<file path="src/rtl/irq_tgt_pkg.sv">
package irq_tgt_pkg;

    localparam int DEST_W  = 8;
    localparam int MODEL_W = 4;
    localparam int NIB_W   = DEST_W / 2;

    localparam logic [DEST_W-1:0]  DEST_BCAST    = '1;
    localparam logic [MODEL_W-1:0] MODEL_FLAT    = 4'hF;
    localparam logic [MODEL_W-1:0] MODEL_CLUSTER = 4'h0;

    typedef enum logic [2:0] {
        DM_FIXED   = 3'd0,
        DM_LOWEST  = 3'd1,
        DM_SMI     = 3'd2,
        DM_RSVD    = 3'd3,
        DM_NMI     = 3'd4,
        DM_INIT    = 3'd5,
        DM_STARTUP = 3'd6,
        DM_EXTINT  = 3'd7
    } dlv_mode_e;

    typedef enum logic [1:0] {
        SH_NONE   = 2'd0,
        SH_SELF   = 2'd1,
        SH_ALL    = 2'd2,
        SH_OTHERS = 2'd3
    } shorthand_e;

    typedef struct packed {
        logic [DEST_W-1:0] dest;
        logic              logical;
        shorthand_e        sh;
        dlv_mode_e         mode;
    } req_fields_t;

    // flat model: any common bit
    function automatic logic flat_hit(input logic [DEST_W-1:0] dest,
                                      input logic [DEST_W-1:0] ldest);
        return |(dest & ldest);
    endfunction

    // cluster model: equal upper nibble, common bit in lower nibble
    function automatic logic cluster_hit(input logic [DEST_W-1:0] dest,
                                         input logic [DEST_W-1:0] ldest);
        logic same_cluster;
        logic member;
        same_cluster = (dest[DEST_W-1:NIB_W] == ldest[DEST_W-1:NIB_W]);
        member       = |(dest[NIB_W-1:0] & ldest[NIB_W-1:0]);
        return same_cluster && member;
    endfunction

    function automatic logic logical_hit(input logic [DEST_W-1:0]  dest,
                                         input logic [DEST_W-1:0]  ldest,
                                         input logic [MODEL_W-1:0] model);
        logic r;
        case (model)
            MODEL_FLAT:    r = flat_hit(dest, ldest);
            MODEL_CLUSTER: r = cluster_hit(dest, ldest);
            default:       r = 1'b0;
        endcase
        return r;
    endfunction

endpackage

</file>
<file path="src/rtl/irq_tgt_agent_match.sv">
module irq_tgt_agent_match
    import irq_tgt_pkg::*;
(
    input  logic [DEST_W-1:0]  dest_i,
    input  logic               logical_i,
    input  logic [DEST_W-1:0]  phys_id_i,
    input  logic [DEST_W-1:0]  log_dest_i,
    input  logic [MODEL_W-1:0] model_i,
    output logic               hit_o
);

    logic phys_hit;
    logic log_hit;

    always_comb begin
        phys_hit = (dest_i == DEST_BCAST) || (dest_i == phys_id_i);
        log_hit  = logical_hit(dest_i, log_dest_i, model_i);
        hit_o    = logical_i ? log_hit : phys_hit;
    end

endmodule

</file>
<file path="src/rtl/irq_tgt_route.sv">
module irq_tgt_route
    import irq_tgt_pkg::*;
#(
    parameter int N = 32,
    localparam int IDX_W = (N > 1) ? $clog2(N) : 1
)(
    input  shorthand_e       sh_i,
    input  logic [IDX_W-1:0] sender_i,
    input  logic [N-1:0]     dest_hit_i,
    input  logic [N-1:0]     present_i,
    output logic [N-1:0]     mask_o
);

    logic [N-1:0] is_sender;
    logic [N-1:0] raw;

    for (genvar g = 0; g < N; g++) begin : g_self
        assign is_sender[g] = (sender_i == IDX_W'(g));
    end

    always_comb begin
        case (sh_i)
            SH_SELF:   raw = is_sender;
            SH_ALL:    raw = '1;
            SH_OTHERS: raw = ~is_sender;
            default:   raw = dest_hit_i;
        endcase
        mask_o = raw & present_i;
    end

endmodule

</file>
<file path="src/rtl/irq_tgt_lowest.sv">
module irq_tgt_lowest #(
    parameter int N = 32
)(
    input  logic [N-1:0] mask_i,
    output logic [N-1:0] first_o
);

    localparam logic [N-1:0] ONE = {{(N-1){1'b0}}, 1'b1};

    // two's complement isolates the least significant set bit
    assign first_o = mask_i & (~mask_i + ONE);

endmodule

</file>
<file path="src/rtl/irq_target_mask.sv">
module irq_target_mask
    import irq_tgt_pkg::*;
#(
    parameter int N = 32,
    localparam int IDX_W = (N > 1) ? $clog2(N) : 1
)(
    input  logic                 clk,
    input  logic                 rst,
    input  logic                 req_valid,
    input  logic [7:0]           req_dest,
    input  logic                 req_logical,
    input  logic [1:0]           req_shorthand,
    input  logic [IDX_W-1:0]     req_sender,
    input  logic [2:0]           req_dmode,
    input  logic [N-1:0]         agent_present,
    input  logic [N*8-1:0]       agent_phys_id,
    input  logic [N*8-1:0]       agent_log_dest,
    input  logic [N*4-1:0]       agent_model,
    output logic                 out_valid,
    output logic [N-1:0]         out_mask,
    output logic                 out_lowpri
);

    req_fields_t  req;
    logic [N-1:0] dest_hit;
    logic [N-1:0] routed;
    logic [N-1:0] first_hit;
    logic [N-1:0] next_mask;
    logic         next_lowpri;

    always_comb begin
        req.dest    = req_dest;
        req.logical = req_logical;
        req.sh      = shorthand_e'(req_shorthand);
        req.mode    = dlv_mode_e'(req_dmode);
    end

    for (genvar g = 0; g < N; g++) begin : g_agent
        irq_tgt_agent_match u_match (
            .dest_i     (req.dest),
            .logical_i  (req.logical),
            .phys_id_i  (agent_phys_id[g*DEST_W +: DEST_W]),
            .log_dest_i (agent_log_dest[g*DEST_W +: DEST_W]),
            .model_i    (agent_model[g*MODEL_W +: MODEL_W]),
            .hit_o      (dest_hit[g])
        );
    end

    irq_tgt_route #(.N(N)) u_route (
        .sh_i       (req.sh),
        .sender_i   (req_sender),
        .dest_hit_i (dest_hit),
        .present_i  (agent_present),
        .mask_o     (routed)
    );

    irq_tgt_lowest #(.N(N)) u_lowest (
        .mask_i  (routed),
        .first_o (first_hit)
    );

    always_comb begin
        next_lowpri = 1'b0;
        case (req.mode)
            DM_RSVD:   next_mask = '0;
            DM_LOWEST: begin
                next_mask   = first_hit;
                next_lowpri = 1'b1;
            end
            default:   next_mask = routed;
        endcase
    end

    always_ff @(posedge clk) begin
        if (rst) begin
            out_valid  <= 1'b0;
            out_mask   <= '0;
            out_lowpri <= 1'b0;
        end else begin
            out_valid <= req_valid;
            if (req_valid) begin
                out_mask   <= next_mask;
                out_lowpri <= next_lowpri;
            end
        end
    end

endmodule

</file>
<file path="config.mk">
export PLATFORM = sky130hd
export DESIGN_NAME = irq_target_mask
export DESIGN_NICKNAME = d
export VERILOG_FILES = /design/src/rtl/irq_tgt_pkg.sv /design/src/rtl/irq_tgt_agent_match.sv /design/src/rtl/irq_tgt_route.sv /design/src/rtl/irq_tgt_lowest.sv /design/src/rtl/irq_target_mask.sv
export SDC_FILE = /design/constraint.sdc
export NUM_CORES = 1
export LEC_CHECK = 0
export ABC_AREA = 1
export BUFFER_PORTS_ARGS = -buffer_cell sky130_fd_sc_hd__buf_2
export CAP_MARGIN = 0
export CORE_AREA = 2 2 287 289
export CTS_BUF_LIST = sky130_fd_sc_hd__clkbuf_4
export DETAILED_ROUTE_END_ITERATION = 16
export DIE_AREA = 0 0 289 291
export GPL_ROUTABILITY_DRIVEN = 0
export SYNTH_ARGS = -nofsm -noshare
export SYNTH_HDL_FRONTEND = slang
export SYNTH_SLANG_ARGS = --single-unit
export TNS_END_PERCENT = 10
</file>
<file path="constraint.sdc">
create_clock -name clk -period 2.2 [get_ports clk]
set_input_delay 0.33 -clock clk [delete_from_list [all_inputs] [get_ports clk]]
set_output_delay 0.33 -clock clk [all_outputs]
set_load 0.1 [all_outputs]
</file>
## Word-level counts from Yosys, hierarchy flattened

Cells that the tools add are included.

- Flip-flop bits (word level): 34
- Bits in latches: 0
- RAM bits: 0
- Memory bits (read-only): 0
- Bits of input ports: 694
- Output and inout bits: 34
- Logic and storage cells: 433
- Memories kept: 0

- $add $sub $neg: 1
- $mul: 0
- Div/mod/pow operators: 0
- Magnitude comparators: 0
- Equal/unequal tests: 133
- Shift operators: 0
- Multiplexer cells: 67
- Bitwise gates (word level): 68
- Reductions and logical operators: 161

Operators with widths:

| operator | count |
|---|---|
| bitwise AND 8 bit | 32 |
| == test 8 bit | 32 |
| OR reduction 8 bit | 32 |
| bitwise AND 4 bit | 32 |
| == test 4 bit | 32 |
| == test 4 bit (second input constant) | 32 |
| zero test 4 bit | 32 |
| OR reduction 4 bit | 32 |
| case mux 32 bit (3 select lines) | 1 |
| == test 5 bit (second input constant) | 16 |
| bitwise AND 32 bit | 2 |
| inverter 32 bit | 2 |
| case mux 1 bit (2 select lines) | 32 |
| case mux 32 bit (2 select lines) | 1 |
| == test 5 x 4 -> 1 bit (second input constant) | 8 |
| two-way mux 1 bit | 33 |
| adder 32 x 1 -> 32 bit (second input constant) | 1 |
| logical AND 1 bit | 32 |
| logical OR 1 bit | 32 |
| == test 5 x 3 -> 1 bit (second input constant) | 4 |
| == test 5 x 2 -> 1 bit (second input constant) | 2 |
| == test 8 bit (second input constant) | 1 |
| == test 5 x 1 -> 1 bit (second input constant) | 1 |
| zero test 5 bit | 1 |
| other kinds (4) | 5 |

## Longest topological paths before layout

Gate-level depths: netlist of the first run.

- Depth after elaboration: 11
- Mapped depth: 20

## Hierarchy

Synthesis of the first run repeated with hierarchy kept, for this count alone.

- Cell total of the unflattened synthesis: 2,996
- Area total of the unflattened synthesis: 14,325.0 um^2

Modules (own cells, without submodules):

| module | times used | cells each | area an instance (um^2) | sequential area each (um^2) |
|---|---|---|---|---|
| irq_tgt_agent_match | 32 | 73 | 339.1 | 0.0 |
| irq_target_mask | 1 | 287 | 1,885.6 | 680.7 |
| irq_tgt_route | 1 | 224 | 963.4 | 0.0 |
| irq_tgt_lowest | 1 | 149 | 625.6 | 0.0 |

## Worst setup path after synthesis of the first run

No wires, ideal clock.

- Path kind: in2reg
- Start point: in req_dest[4]
- End point: reg out_mask[31]
- Data arrival time: 1.848 ns
- Data required time: 2.068 ns
- Slack: 0.220 ns
- Stages on the path: 18
- Cells stage by stage: buf_4 clkinv_2 nor3_2 a21oi_4 buf_6 buf_4 nand2_1 nand2_1 nand2_1 nand2_2 nand2_1 nor2_1 nand2_1 inv_2 nand3_1 nand2_1 nand2_1 a21oi_2

- Cells in the longest elaborated chain, start to end: 10
- Elaborated cells between the ends (all ways): 263

RTL lines:

| element | RTL line | source |
|---|---|---|
| start: declaration | irq_target_mask.sv:10 | `input logic [7:0] req_dest,` |
| bitwise AND 8 bit or == test 4 bit (tied branches) | irq_tgt_pkg.sv:39, irq_tgt_pkg.sv:47 |  |
| OR reduction 8 bit or logical AND 1 bit (tied branches) | irq_tgt_pkg.sv:39, irq_tgt_pkg.sv:49 |  |
| case mux 1 bit (2 select lines) | irq_tgt_pkg.sv:56 | `case (model)` |
| two-way mux 1 bit | irq_tgt_agent_match.sv:18 | `hit_o = logical_i ? log_hit : phys_hit;` |
| case mux 32 bit (3 select lines) (*) | irq_tgt_route.sv:22 | `case (sh_i)` |
| bitwise AND 32 bit (*) | irq_tgt_route.sv:28 | `mask_o = raw & present_i;` |
| inverter 32 bit | irq_tgt_lowest.sv:11 | `assign first_o = mask_i & (~mask_i + ONE);` |
| adder 32 x 1 -> 32 bit | irq_tgt_lowest.sv:11 |  |
| bitwise AND 32 bit | irq_tgt_lowest.sv:11 |  |
| case mux 32 bit (2 select lines) (*) | irq_target_mask.sv:64 | `case (req.mode)` |
| end signal: assignment | irq_target_mask.sv:82 | `out_mask <= next_mask;` |
| end: declaration | irq_target_mask.sv:20 | `output logic [N-1:0] out_mask,` |

Mark *: on every way between the ends. The rest lies on a longest branch, timed or not.
A chain may end at the register's enable or synchronous reset.

## Worst setup path after layout of the first run

- Start point: in req_dest[4]
- End point: reg out_mask[12]

The elaborated chain is that of the path after synthesis.

==> results by stage, run 1 <==
Outcome:
- The run finished, with violations left.
- The final reports fail on negative setup slack.

Global route:
- The largest net degree at the start of global routing is 33.
- The number of global-route vias before repair is 16.5k.
- The first global-routing pass estimated 106 mm of wire.
- The number of antenna violations at the first check in global routing is 27.
- The total overflow left after global routing is 0.
- In the global route stage, overall resource usage came out at 0.173.

Synthesis:
- By count the netlist is led by nand2_1 (887), nor2_1 (338), xnor2_1 (212).
- The synthesized flop and latch total is 34.
- In the synthesized netlist the dominant register cell turns out to be dfxtp_1.
- In this run the mean area of a mapped cell was 5.39 µm².
- Yosys mapped a number of flops with a built-in enable equal to 0.
- The biggest area contributor in the post-synthesis netlist is nand2_1.
- The share of the synthesized area in the top cell type is 0.277.
- The part of the Yosys area used for sequential elements is 0.0567.
- The synthesized netlist contains 42 unique library cells.
- The share of async-settable or async-resettable flops after synthesis is 0.
- Synthesis produced a netlist whose cell count is 2226.
- Sorting the synthesized cells by area gives the leading types as nand2_1 (28%), xnor2_1 (15%), ha_1 (13%), nor2_1 (11%), inv_1 (5.9%).
- The dominant cell by count in the synthesized netlist is nand2_1.
- The total nets after synthesis is 3048.
- During synthesis, Yosys emitted a total of 0 warnings.
- The combined area of all synthesized cells is 12000 µm².

STA:
- The final setup skew is 0 ns.
- The minimum clock period after layout is 2.26 ns.
- The count of final hold-check violations came to 0.
- In the finished design, the share of the clock period the worst path needs comes to 1.03.
- The worst-case setup margin in the final layout is -0.0588 ns.
- Setup violations remaining at the end of the flow were counted as 7.
- Static timing analysis puts the maximum clock frequency at 443 MHz.
- The final-report max-slew violation count was 0.
- In this run the tightest slew margin relative to its limit is 0.650.
- Setup total negative slack on the finished layout was measured at -0.179 ns.
- Setup repair after global routing could not meet its margin everywhere.
- For the pin with the worst max-slew slack, the measured transition is 0.528 ns.

Clock tree:
- In this run the deepest clock path goes through 2 buffers.
- The number of hold buffers added after CTS was 0.
- The tree is rooted in a clkbuf_4.
- The latest clock arrival within the worst-skew pair is 0.35 ns.
- Buffers inserted during clock tree synthesis total 5.
- The clock-pin slew on the worst setup and hold paths is 0.11 ns.
- The TritonCTS clock tree is built.
- The clock sink count is 34.
- The number of H-tree levels is 2.

Die:
- The height of the die is 291 µm.
- For this design the top-level I/O count stands at 728.
- In this run the standard cell core region covers 81200 µm².
- Measured along the x axis, the die boundary spans 289 µm.
- For this configuration, the core starts out at a cell density of 0.148.
- The total die area is 84100 µm².
- The floorplan row count is 105.

Placement:
- The cell total after placement is 4146.
- The half-perimeter wire length of the detailed placement result is 66.3 mm.
- Prior to clock tree synthesis, the placed netlist has a worst setup slack of -0.728 ns.
- During placement, the flow inserted port buffers numbering 727.

Layout:
- The final layout contains 3941 nets.
- The area overhead of the layout relative to synthesis is 65.2%.
- The share of layout cells above drive strength 1 is 0.387.
- After filler insertion, the fill cell instance count of the layout stands at 9248.
- Excluding fillers, the count of instances in the completed layout stands at 4201.

Power:
- After layout, the design draws a total of 4920 µW.
- In this run the power density over the cells is 248 nW/µm².
- The static leakage is 0.0104 µW.
- The peak supply drop is 171 µV.

Setup path:
- The maximum fanout along the worst path is 8.
- For the worst setup path, the data required time is 2.49 ns.
- STA classifies the critical path startpoint as an input port.
- The capturing element type of the critical path is a flip-flop.
- The arrival time of data at the critical path endpoint is 2.55 ns.
- The worst setup path is of the in2reg kind.

Detailed routing:
- The initial DRC count is 970.
- The DRC violations left is 0.
- After detailed routing, the number of vias per cell comes to 4.08.
- Dividing the detail-routed wire length by the instance count gives 18.7 µm.
- The wire length reported by the detailed router is 78.7 mm.
- The number of nets with antenna violations after detailed routing is 0.
- The first detailed-routing pass ran for 5 iterations.
- The detailed-route via count is 17.1k.

Min path:
- The path class of the tightest hold or removal check is in2reg.

Job:
- The number of maximum-capacitance violations is 0.
cell type report:
type | instances | area [µm²] | area share
Clock buffer | 7 | 52.6 | 0.00265
Sequential cell | 34 | 681 | 0.0343
Multi-Input combinational cell | 1902 | 10700 | 0.540
Inverter | 208 | 787 | 0.0397
Antenna cell | 12 | 30.0 | 0.00151
Timing Repair Buffer | 968 | 6240 | 0.315
Tap cell | 1070 | 1340 | 0.0675
power by group:
group          internal (µW)  switching (µW)
combinational           1710            2180
clock                    145             222
sequential               641            19.5
total                   2490            2420
cell families (layout without fill, tap and decap cells):
group | after synthesis | count (layout) | share of synthesized area
other cells | 0 | 12 | 0
xor+xnor | 214 | 214 | 0.156
simple gates | 1440 | 1440 | 0.481
flops | 34 | 34 | 0.0567
fa+ha+maj | 128 | 128 | 0.133
compound gates | 120 | 120 | 0.0563
buf+inv | 290 | 1183 | 0.116
worst paths after layout:
check | from | to | slack, ns | cells past startpoint
worst max-delay path | req_dest[4] | out_mask[12]$_SDFFE_PP0P_ | -0.06 | 18
worst min-delay path | req_valid | out_lowpri$_SDFFE_PP0P_ | 0.33 | 2
worst max register to register | out_mask[13]$_SDFFE_PP0P_ | out_mask[13]$_SDFFE_PP0P_ | 1.47 | 2
worst min register to register | out_mask[17]$_SDFFE_PP0P_ | out_mask[17]$_SDFFE_PP0P_ | 0.47 | 2
through the flow:
| stage | cell area [µm²] | utilization | hold WS (ns) |
|---|---|---|---|
| after global placement | 18400 | 0.226 | 0.455 |
| after floorplan | 12000 | - | 0.550 |
| after CTS | 19000 | 0.234 | 0.320 |
| after detailed placement | 18400 | 0.226 | 0.456 |
| final | 19800 | 0.244 | 0.333 |
| after global routing | 19800 | 0.244 | 0.326 |
layer usage:
layer | vias to the layer above | share of wire | routed length, µm | global-route usage
met4 | 26 | 0.036 | 2830 | 0.0632
met1 | 7544 | 0.38 | 30000 | 0.193
met5 | - | 0.0019 | 146 | 0
met2 | 751 | 0.50 | 39600 | 0.320
li1 | 8692 | - | - | -
met3 | 134 | 0.078 | 6100 | 0.0330
what timing repair did:
item,in CTS,in global routing
cloned,4,5
setup endpoints to repair,29,26
endpoints found under the hold margin,0,0
buffers inserted,6,24
pin swaps,20,76
resized for setup,107,134
sequential cells by signal, summed over array words and instances (netlist names):
name,cells
out_lowpri,1
out_valid,1
out_mask,32
placed cells by master (no fill, tap or decap), types with 37 or more instances in the layout:
cell     instances
nand2_1        801
buf_2          719
nor2_1         307
xnor2_1        210
buf_4          191
inv_1          188
ha_1           123
nand2_2         86
nand3_1         72
nor3_1          46
buf_12          37
critical path, stage by stage:
cell and delay [ns]:
buf_16 0.14, buf_16 0.16, buf_12 0.16, buf_4 0.14, xnor2_1 0.12, nand2_1 0.07, nor2_2 0.05, nand2_1 0.07
nand2_1 0.06, nand2_2 0.14, nand2_2 0.06, nand2_2 0.10, nand2_2 0.07, nor2_4 0.18, nand2_4 0.13, o21ai_4 0.20
nand4_1 0.17, a21oi_2 0.17
No activity file was read; power rests on OpenSTA's default activity.
==> inputs of run 2 (changes only) <==
--- a/config.mk
+++ b/config.mk
@@ -13,6 +13,7 @@
 export DETAILED_ROUTE_END_ITERATION = 16
 export DIE_AREA = 0 0 289 291
 export GPL_ROUTABILITY_DRIVEN = 0
+export SKIP_CTS_REPAIR_TIMING = 1
 export SYNTH_ARGS = -nofsm -noshare
 export SYNTH_HDL_FRONTEND = slang
 export SYNTH_SLANG_ARGS = --single-unit
==> run 2 against run 1 <==
Final area is 3.6% lower. Count of clock-buffer cells in the layout stayed put. Clock power is 1% higher. Core utilization is 0.89 points lower. First-iteration DRC count is 1.1% lower. Routed wire length is 2.9% lower. Global-route usage is 0.48 points lower. Worst hold slack worse by 0.0060 ns. The run still ends with negative setup slack left. Clock skew stayed put. Critical path depth stayed put. Non-clock buffer count is 24 lower. Sequential cell count stayed put.
==> results by stage, run 2 (same netlist as run 1, synthesis figures left out) <==
Placement:
- The standard cell area after detailed placement is 18400 µm² (unchanged).
- The half-perimeter wire length of the detailed placement result is 66.3 mm (unchanged).
- The number of input and output port buffers inserted is 727 (unchanged).

Layout:
- The net total in the final layout came to 3917 (-0.61%).
- The count of filler cells inserted in the layout is 9322 (+0.80%).
- The share of layout cells above drive strength 1 is 0.362 (-0.0248).
- Compared with the post-synthesis result, the final layout area differs by 59.2%.
- The top cell types in the final layout, fill and taps aside, are nand2_1 (832), buf_2 (719), nor2_1 (314).
- The largest register by flop count is out_mask.
- The library cell used most frequently in the layout, excluding fill and tap cells, is nand2_1.
- In the final layout, the registers with the most flip-flops are out_mask: 32 flops, out_lowpri: 1 flops, out_valid: 1 flops.
- The flip-flop count of the largest register, all copies and words added came to 32 (unchanged).
- The final core area utilization was 0.235 (-0.00888).
- The final standard cell area without fillers is 19100 µm² (-3.6%).

Detailed routing:
- The initial DRC count is 959 (-1.1%).
- The number of iterations in the first detailed-routing pass is 7 (+2).
- The DRC violations left is 0 (unchanged).
- The detailed-route via count was 17.0k (-1.0%).
- The number of nets with antenna violations after detailed routing is 0 (unchanged).
- The wire length reported by the detailed router is 76.4 mm (-2.9%).
- The average wire per cell in the routed design is 18.3 µm (-2.4%).
- The average via count per standard cell was 4.06 (-0.45%).

Setup path:
- The worst setup path is captured at a flip-flop.
- The type of the worst setup path is in2reg.
- The arrival time of data at the critical path endpoint came to 2.57 ns (+0.02 ns).
- The required time reported for the critical path endpoint was 2.50 ns (about the same).
- STA classifies the critical path startpoint as an input port.
- The maximum fanout along the worst path came to 13 (+5).

Die:
- The horizontal die dimension is 289 µm (unchanged).
- The initial standard-cell utilization of the core came to 0.148 (unchanged).
- The height of the die is 291 µm (unchanged).
- The floorplan row count was 105 (unchanged).
- The placeable core area is 81200 µm² (unchanged).
- The total die area came to 84100 µm² (unchanged).
- The number of top-level pins is 728 (unchanged).

Global route:
- The largest net degree at the start of global routing is 33 (unchanged).
- The global-route usage over all layers came to 0.168 (-0.00477).
- The wire length of the first global-routing pass is 103 mm (-2.1%).
- The number of global-route vias before repair is 16.3k (-1.0%).
- The remaining global-route overflow is 0 (unchanged).
- The number of antenna violations at the first check in global routing was 26 (-3.7%).

Clock tree:
- The TritonCTS buffer count is 5 (unchanged).
- The TritonCTS clock tree is built.
- The clock sink count was 34 (unchanged).
- The number of H-tree levels came to 2 (unchanged).
- The maximum clock path buffer count is 2 (unchanged).
- The root buffer cell chosen for the clock tree is clkbuf_4.
- The clock-pin slew on the worst setup and hold paths is 0.11 ns (about the same).
- The latest clock arrival within the worst-skew pair is 0.36 ns (about the same).

STA:
- The count of final hold-check violations came to 0 (unchanged).
- The maximum clock frequency is 440 MHz (-0.71%).
- The transition time at the pin with the least slew margin was 0.526 ns (-0.00229 ns).
- The minimum clock period after layout is 2.27 ns (+0.0162 ns).
- The worst-case setup margin in the final layout is -0.0750 ns (-0.0162 ns).
- The final period utilization is 1.03 (+0.00736).
- The final-report max-slew violation count is 0 (unchanged).
- The setup total negative slack is -0.233 ns (-0.0538 ns).
- The final setup skew is 0 ns (unchanged).
- Setup repair after global routing could not meet its margin everywhere.
- The final count of negative-setup-slack endpoints is 9 (+2).
- The worst slew margin relative to its limit was 0.652 (+0.00151).

Power:
- The share of power burned in registers is 0.139 (+0.005).
- The static leakage was 0.0101 µW (-2.7%).
- The cell-internal power is 2400 µW (-3.8%).
- The combinational share of power is 0.783 (-0.008).
- The clock network fraction of design power came to 0.078 (+0.003).
- The peak supply drop came to 171 µV (+0.17%).
- The total net switching power is 2350 µW (-3.0%).
- The switching share of total power was 0.494 (+0.00201).
- The power density over cell area is 248 nW/µm² (+0.22%).

Min path:
- The worst min-delay path category is in2reg.

Outcome:
- The final reports fail on negative setup slack.
- The flow ran to the end, but the final reports show violations.

Job:
- The number of maximum-capacitance violations is 0 (unchanged).
run 2: layout make-up:
type                            count  area [µm²]  share of cell area
Tap cell                         1070        1340              0.0701
Multi-Input combinational cell   1902       10400               0.542
Antenna cell                       11        27.5             0.00144
Sequential cell                    34         681              0.0356
Timing Repair Buffer              944        5870               0.307
Inverter                          208         785              0.0411
Clock buffer                        7        52.6             0.00275
run 2: metal layers:
metal	vias up	global-route usage	share of wire
li1	8636	-	-
met2	763	0.316	0.51
met1	7418	0.186	0.38
met4	24	0.0548	0.033
met3	128	0.0317	0.074
met5	-	0	0.0018
run 2: power groups by stage:
stage | clock [µW] | sequential, µW | combinational [µW]
2_1_floorplan | 0 | 853 | 1640
3_3_place_gp | 0 | 675 | 3530
3_5_place_dp | 0 | 675 | 3550
4_1_cts | 372 | 661 | 3570
5_1_grt | 403 | 663 | 4090
6_report | 371 | 661 | 3720
run 2: through the flow:
stage               cells  power [µW]  setup slack, ns  hold WS, ns
floorplan            2226        2490            0.220        0.550
global placement     4146        4210           -0.778        0.455
detailed placement   4146        4230           -0.728        0.456
CTS                  4153        4600           -0.370        0.319
global route         4174        5160           -0.217        0.329
finish               4176        4750          -0.0750        0.327
run 2: path summary, 6_finish.rpt:
kind,from,end,slack (ns),depth (start not counted)
max,req_dest[7],out_mask[12]$_SDFFE_PP0P_,-0.07,18
min,req_valid,out_lowpri$_SDFFE_PP0P_,0.33,2
max reg2reg,out_mask[13]$_SDFFE_PP0P_,out_mask[13]$_SDFFE_PP0P_,1.47,2
min reg2reg,out_mask[17]$_SDFFE_PP0P_,out_mask[17]$_SDFFE_PP0P_,0.47,2
run 2: critical path, stage by stage:
cell	delay, ns
buf_12	0.14
buf_12	0.16
buf_12	0.13
buf_4	0.13
xnor2_1	0.12
nand2_1	0.09
nor2_1	0.04
nand2_1	0.11
nand2_1	0.08
nand2_2	0.15
nand2_2	0.09
nand2_4	0.09
nand2_4	0.05
nor2_4	0.17
nand2_4	0.13
o21ai_4	0.20
nand4_1	0.18
a21oi_2	0.16
==> inputs of run 3 (changes only) <==
--- a/config.mk
+++ b/config.mk
@@ -13,8 +13,9 @@
 export DETAILED_ROUTE_END_ITERATION = 16
 export DIE_AREA = 0 0 289 291
 export GPL_ROUTABILITY_DRIVEN = 0
+export SETUP_SLACK_MARGIN = 0.3
 export SKIP_CTS_REPAIR_TIMING = 1
 export SYNTH_ARGS = -nofsm -noshare
 export SYNTH_HDL_FRONTEND = slang
 export SYNTH_SLANG_ARGS = --single-unit
-export TNS_END_PERCENT = 10
+export TNS_END_PERCENT = 50
==> run 3 against run 2 <==
Die area unchanged. Non-clock buffer count unchanged. Critical path type unchanged. Register-to-register slack improved by 0.04 ns. Critical path depth unchanged. The run still ends with negative setup slack left. Via count increased by 0.59%. First-iteration DRC count decreased by 17%.
==> results by stage, run 3 (same netlist as run 1, synthesis figures left out) <==
Min path:
- The launch instance of the worst min-delay path is rst.
- The tightest min-delay check is of the in2reg type.

Detailed routing:
- The average via count per standard cell is 4.09 (+0.61%).
- The number of iterations in the first detailed-routing pass is 7 (unchanged).
- The average wire per cell in the routed design is 18.1 µm (-1.3%).
- The wire length reported by the detailed router is 75.4 mm (-1.3%).
- The total met2 wirelength after detailed routing was 38.5 mm (-1.1%).
- The number of nets with antenna violations after detailed routing came to 0 (unchanged).
- Routed signal wires occupy layers up through met5.
- The DRC violations left is 0 (unchanged).
- The initial DRC count is 794 (-17%).
- The detailed-route via count was 17.1k (+0.59%).
- The length of routed wiring on met1 is 28.4 mm (-2.5%).
- The routed wire length on met3 is 5.62 mm (-0.44%).

Global route:
- The number of global-route vias before repair is 16.0k (-1.9%).
- The remaining global-route overflow is 0 (unchanged).
- The largest net degree at the start of global routing is 42 (+27%).
- The number of antenna violations at the first check in global routing is 30 (+15%).
- The global-route usage over all layers is 0.166 (-0.00176).
- The wire length of the first global-routing pass was 102 mm (-1.3%).

Power:
- The cell-internal power is 2540 µW (+5.7%).
- The total net switching power is 2380 µW (+1.5%).
- The switching share of total power is 0.484 (-0.0102).
- The total chip power was 4920 µW (+3.6%).
- The share of power burned in registers came to 0.134 (-0.005).
- The peak supply drop came to 222 µV (+29%).
- The clock network fraction of design power came to 0.103 (+0.025).
- The power density over cell area is 255 nW/µm² (+2.6%).
- The combinational share of power was 0.764 (-0.019).
- The static leakage came to 0.0101 µW (+0.75%).

Layout:
- The share of layout cells above drive strength 1 is 0.365 (+0.00311).
- The largest register by flop count is out_mask.
- The top cell types in the final layout, fill and taps aside, are nand2_1 (827), buf_2 (719), nor2_1 (317).
- Leaving out fill and tap cells, the most frequent cell in the layout is nand2_1.
- The largest registers in the layout are out_mask: 32 flops, out_lowpri: 1 flops, out_valid: 1 flops.
- The net total in the final layout is 3917 (unchanged).
- The count of filler cells inserted in the layout is 9312 (-0.11%).
- The flip-flop count of the largest register, all copies and words added is 32 (unchanged).
- The final core area utilization is 0.238 (+0.00228).
- The final standard cell count with taps included and fillers excluded is 4175 (-0.024%).
- Compared with the post-synthesis result, the final layout area differs by 60.7%.

Die:
- The horizontal die dimension is 289 µm (unchanged).
- The number of top-level pins came to 728 (unchanged).
- The placeable core area is 81200 µm² (unchanged).
- The total die area is 84100 µm² (unchanged).
- The floorplan row count is 105 (unchanged).
- The height of the die came to 291 µm (unchanged).
- The initial standard-cell utilization of the core was 0.148 (unchanged).

STA:
- The final setup skew is 0 ns (unchanged).
- The worst-case setup margin in the final layout came to -0.0746 ns (+0.000373 ns).
- The final count of negative-setup-slack endpoints is 7 (-2).
- The final period utilization was 1.03 (about the same).
- The worst slew margin relative to its limit came to 0.650 (-0.00229).
- The final-report max-slew violation count is 0 (unchanged).
- The count of final hold-check violations is 0 (unchanged).
- The maximum clock frequency is 440 MHz (about the same).
- The transition time at the pin with the least slew margin is 0.529 ns (+0.00345 ns).
- Setup repair after global routing could not meet its margin everywhere.
- The minimum clock period after layout was 2.27 ns (-0.000373 ns).
- The post-route worst hold slack is 0.330 ns (+0.00301 ns).

Setup path:
- The number of buffers and inverters on the critical path came to 3 (-1).
- The required time reported for the critical path endpoint is 2.49 ns (about the same).
- The maximum fanout along the worst path came to 21 (+8).
- The critical path's largest stage delay is 0.22 ns (+0.02 ns).
- In this run the worst setup path begins at req_dest[0].
- Walking the worst path, the cells encountered are buf_4, buf_12, buf_12, nand2_1, nand2_1, nor2_1, nand2_1, nand2_1, nand3_2, nand2_1, nand2_1, nand2_2, nand2_2, nor2_4, nand2_4, a21oi_4, nand4_1, a21oi_1.
- The most numerous cell on the critical path is nand2_1.
- The worst setup path is captured at a flip-flop.
- The type of the worst setup path is in2reg.
- STA classifies the critical path startpoint as an input port.
- The top cell family by delay on the critical path is simple AND/OR/NAND/NOR gates.
- The arrival time of data at the critical path endpoint is 2.57 ns (about the same).
- The cell with the biggest individual delay on the critical path is a21oi_4.
- The startpoint of the worst-slack reg-to-reg timing path is out_mask[19]$_SDFFE_PP0P_.

Outcome:
- The flow ran to the end, but the final reports show violations.
- The final reports fail on negative setup slack.

Clock tree:
- In this run the clock root is driven by a clkbuf_4.
- The number of H-tree levels is 2 (unchanged).
- The TritonCTS buffer count is 5 (unchanged).
- The latest clock arrival within the worst-skew pair is 0.35 ns (about the same).
- The maximum clock path buffer count is 2 (unchanged).
- The clock sink count was 34 (unchanged).
- TritonCTS built the clock tree.
- The clock-pin slew on the worst setup and hold paths is 0.12 ns (about the same).

Placement:
- The half-perimeter wire length of the detailed placement result is 65.4 mm (-1.5%).
- The cell total after placement came to 4135 (-0.27%).
- The number of input and output port buffers inserted was 727 (unchanged).

Job:
- The number of maximum-capacitance violations is 0 (unchanged).
run 3: cell count changes in the layout (fill, tap and decap cells not counted), moves of 5 or more:
| cell | previous run | this run |
|---|---|---|
| buf_4 | 178 | 166 |
| nand2_1 | 832 | 827 |
| buf_6 | 3 | 10 |
| nor2_4 | 13 | 7 |
| buf_12 | 36 | 44 |
run 3: metal layers:
layer,track usage,vias up
met5,0,-
met4,0.0556,26
met3,0.0306,144
met2,0.315,838
met1,0.183,7417
li1,-,8644
run 3: metrics by stage:
step	cell area, µm²	TNS, ns	worst slack [ns]
global route	19300	-3.50	-0.201
global placement	18400	-20.92	-0.820
floorplan	12000	0	0.290
detailed placement	18400	-20.88	-0.825
finish	19300	-0.152	-0.0746
CTS	18500	-9.47	-0.484
run 3: power groups by stage:
stage / clock, µW / combinational, µW / sequential [µW]
floorplan: 0 / 1640 / 853
global placement: 0 / 3560 / 672
detailed placement: 0 / 3590 / 672
CTS: 503 / 3610 / 658
global route: 535 / 4140 / 660
finish: 505 / 3760 / 658
run 3: cell type report:
cell class	count	area [µm²]	share of cell area
sequential	34	681	0.0353
timing repair buffer	944	5970	0.309
inverter	208	788	0.0409
antenna	9	22.5	0.00117
clock inverter	2	37.5	0.00195
tap	1070	1340	0.0694
clock buffer	6	45.0	0.00233
multi-input combinational	1902	10400	0.540
run 3: worst paths after layout:
check	slack [ns]	cells past startpoint	end
max	-0.07	18	out_mask[15]$_SDFFE_PP0P_
max reg2reg	1.51	2	out_mask[19]$_SDFFE_PP0P_
min reg2reg	0.47	2	out_mask[24]$_SDFFE_PP0P_
min	0.33	2	out_mask[11]$_SDFFE_PP0P_
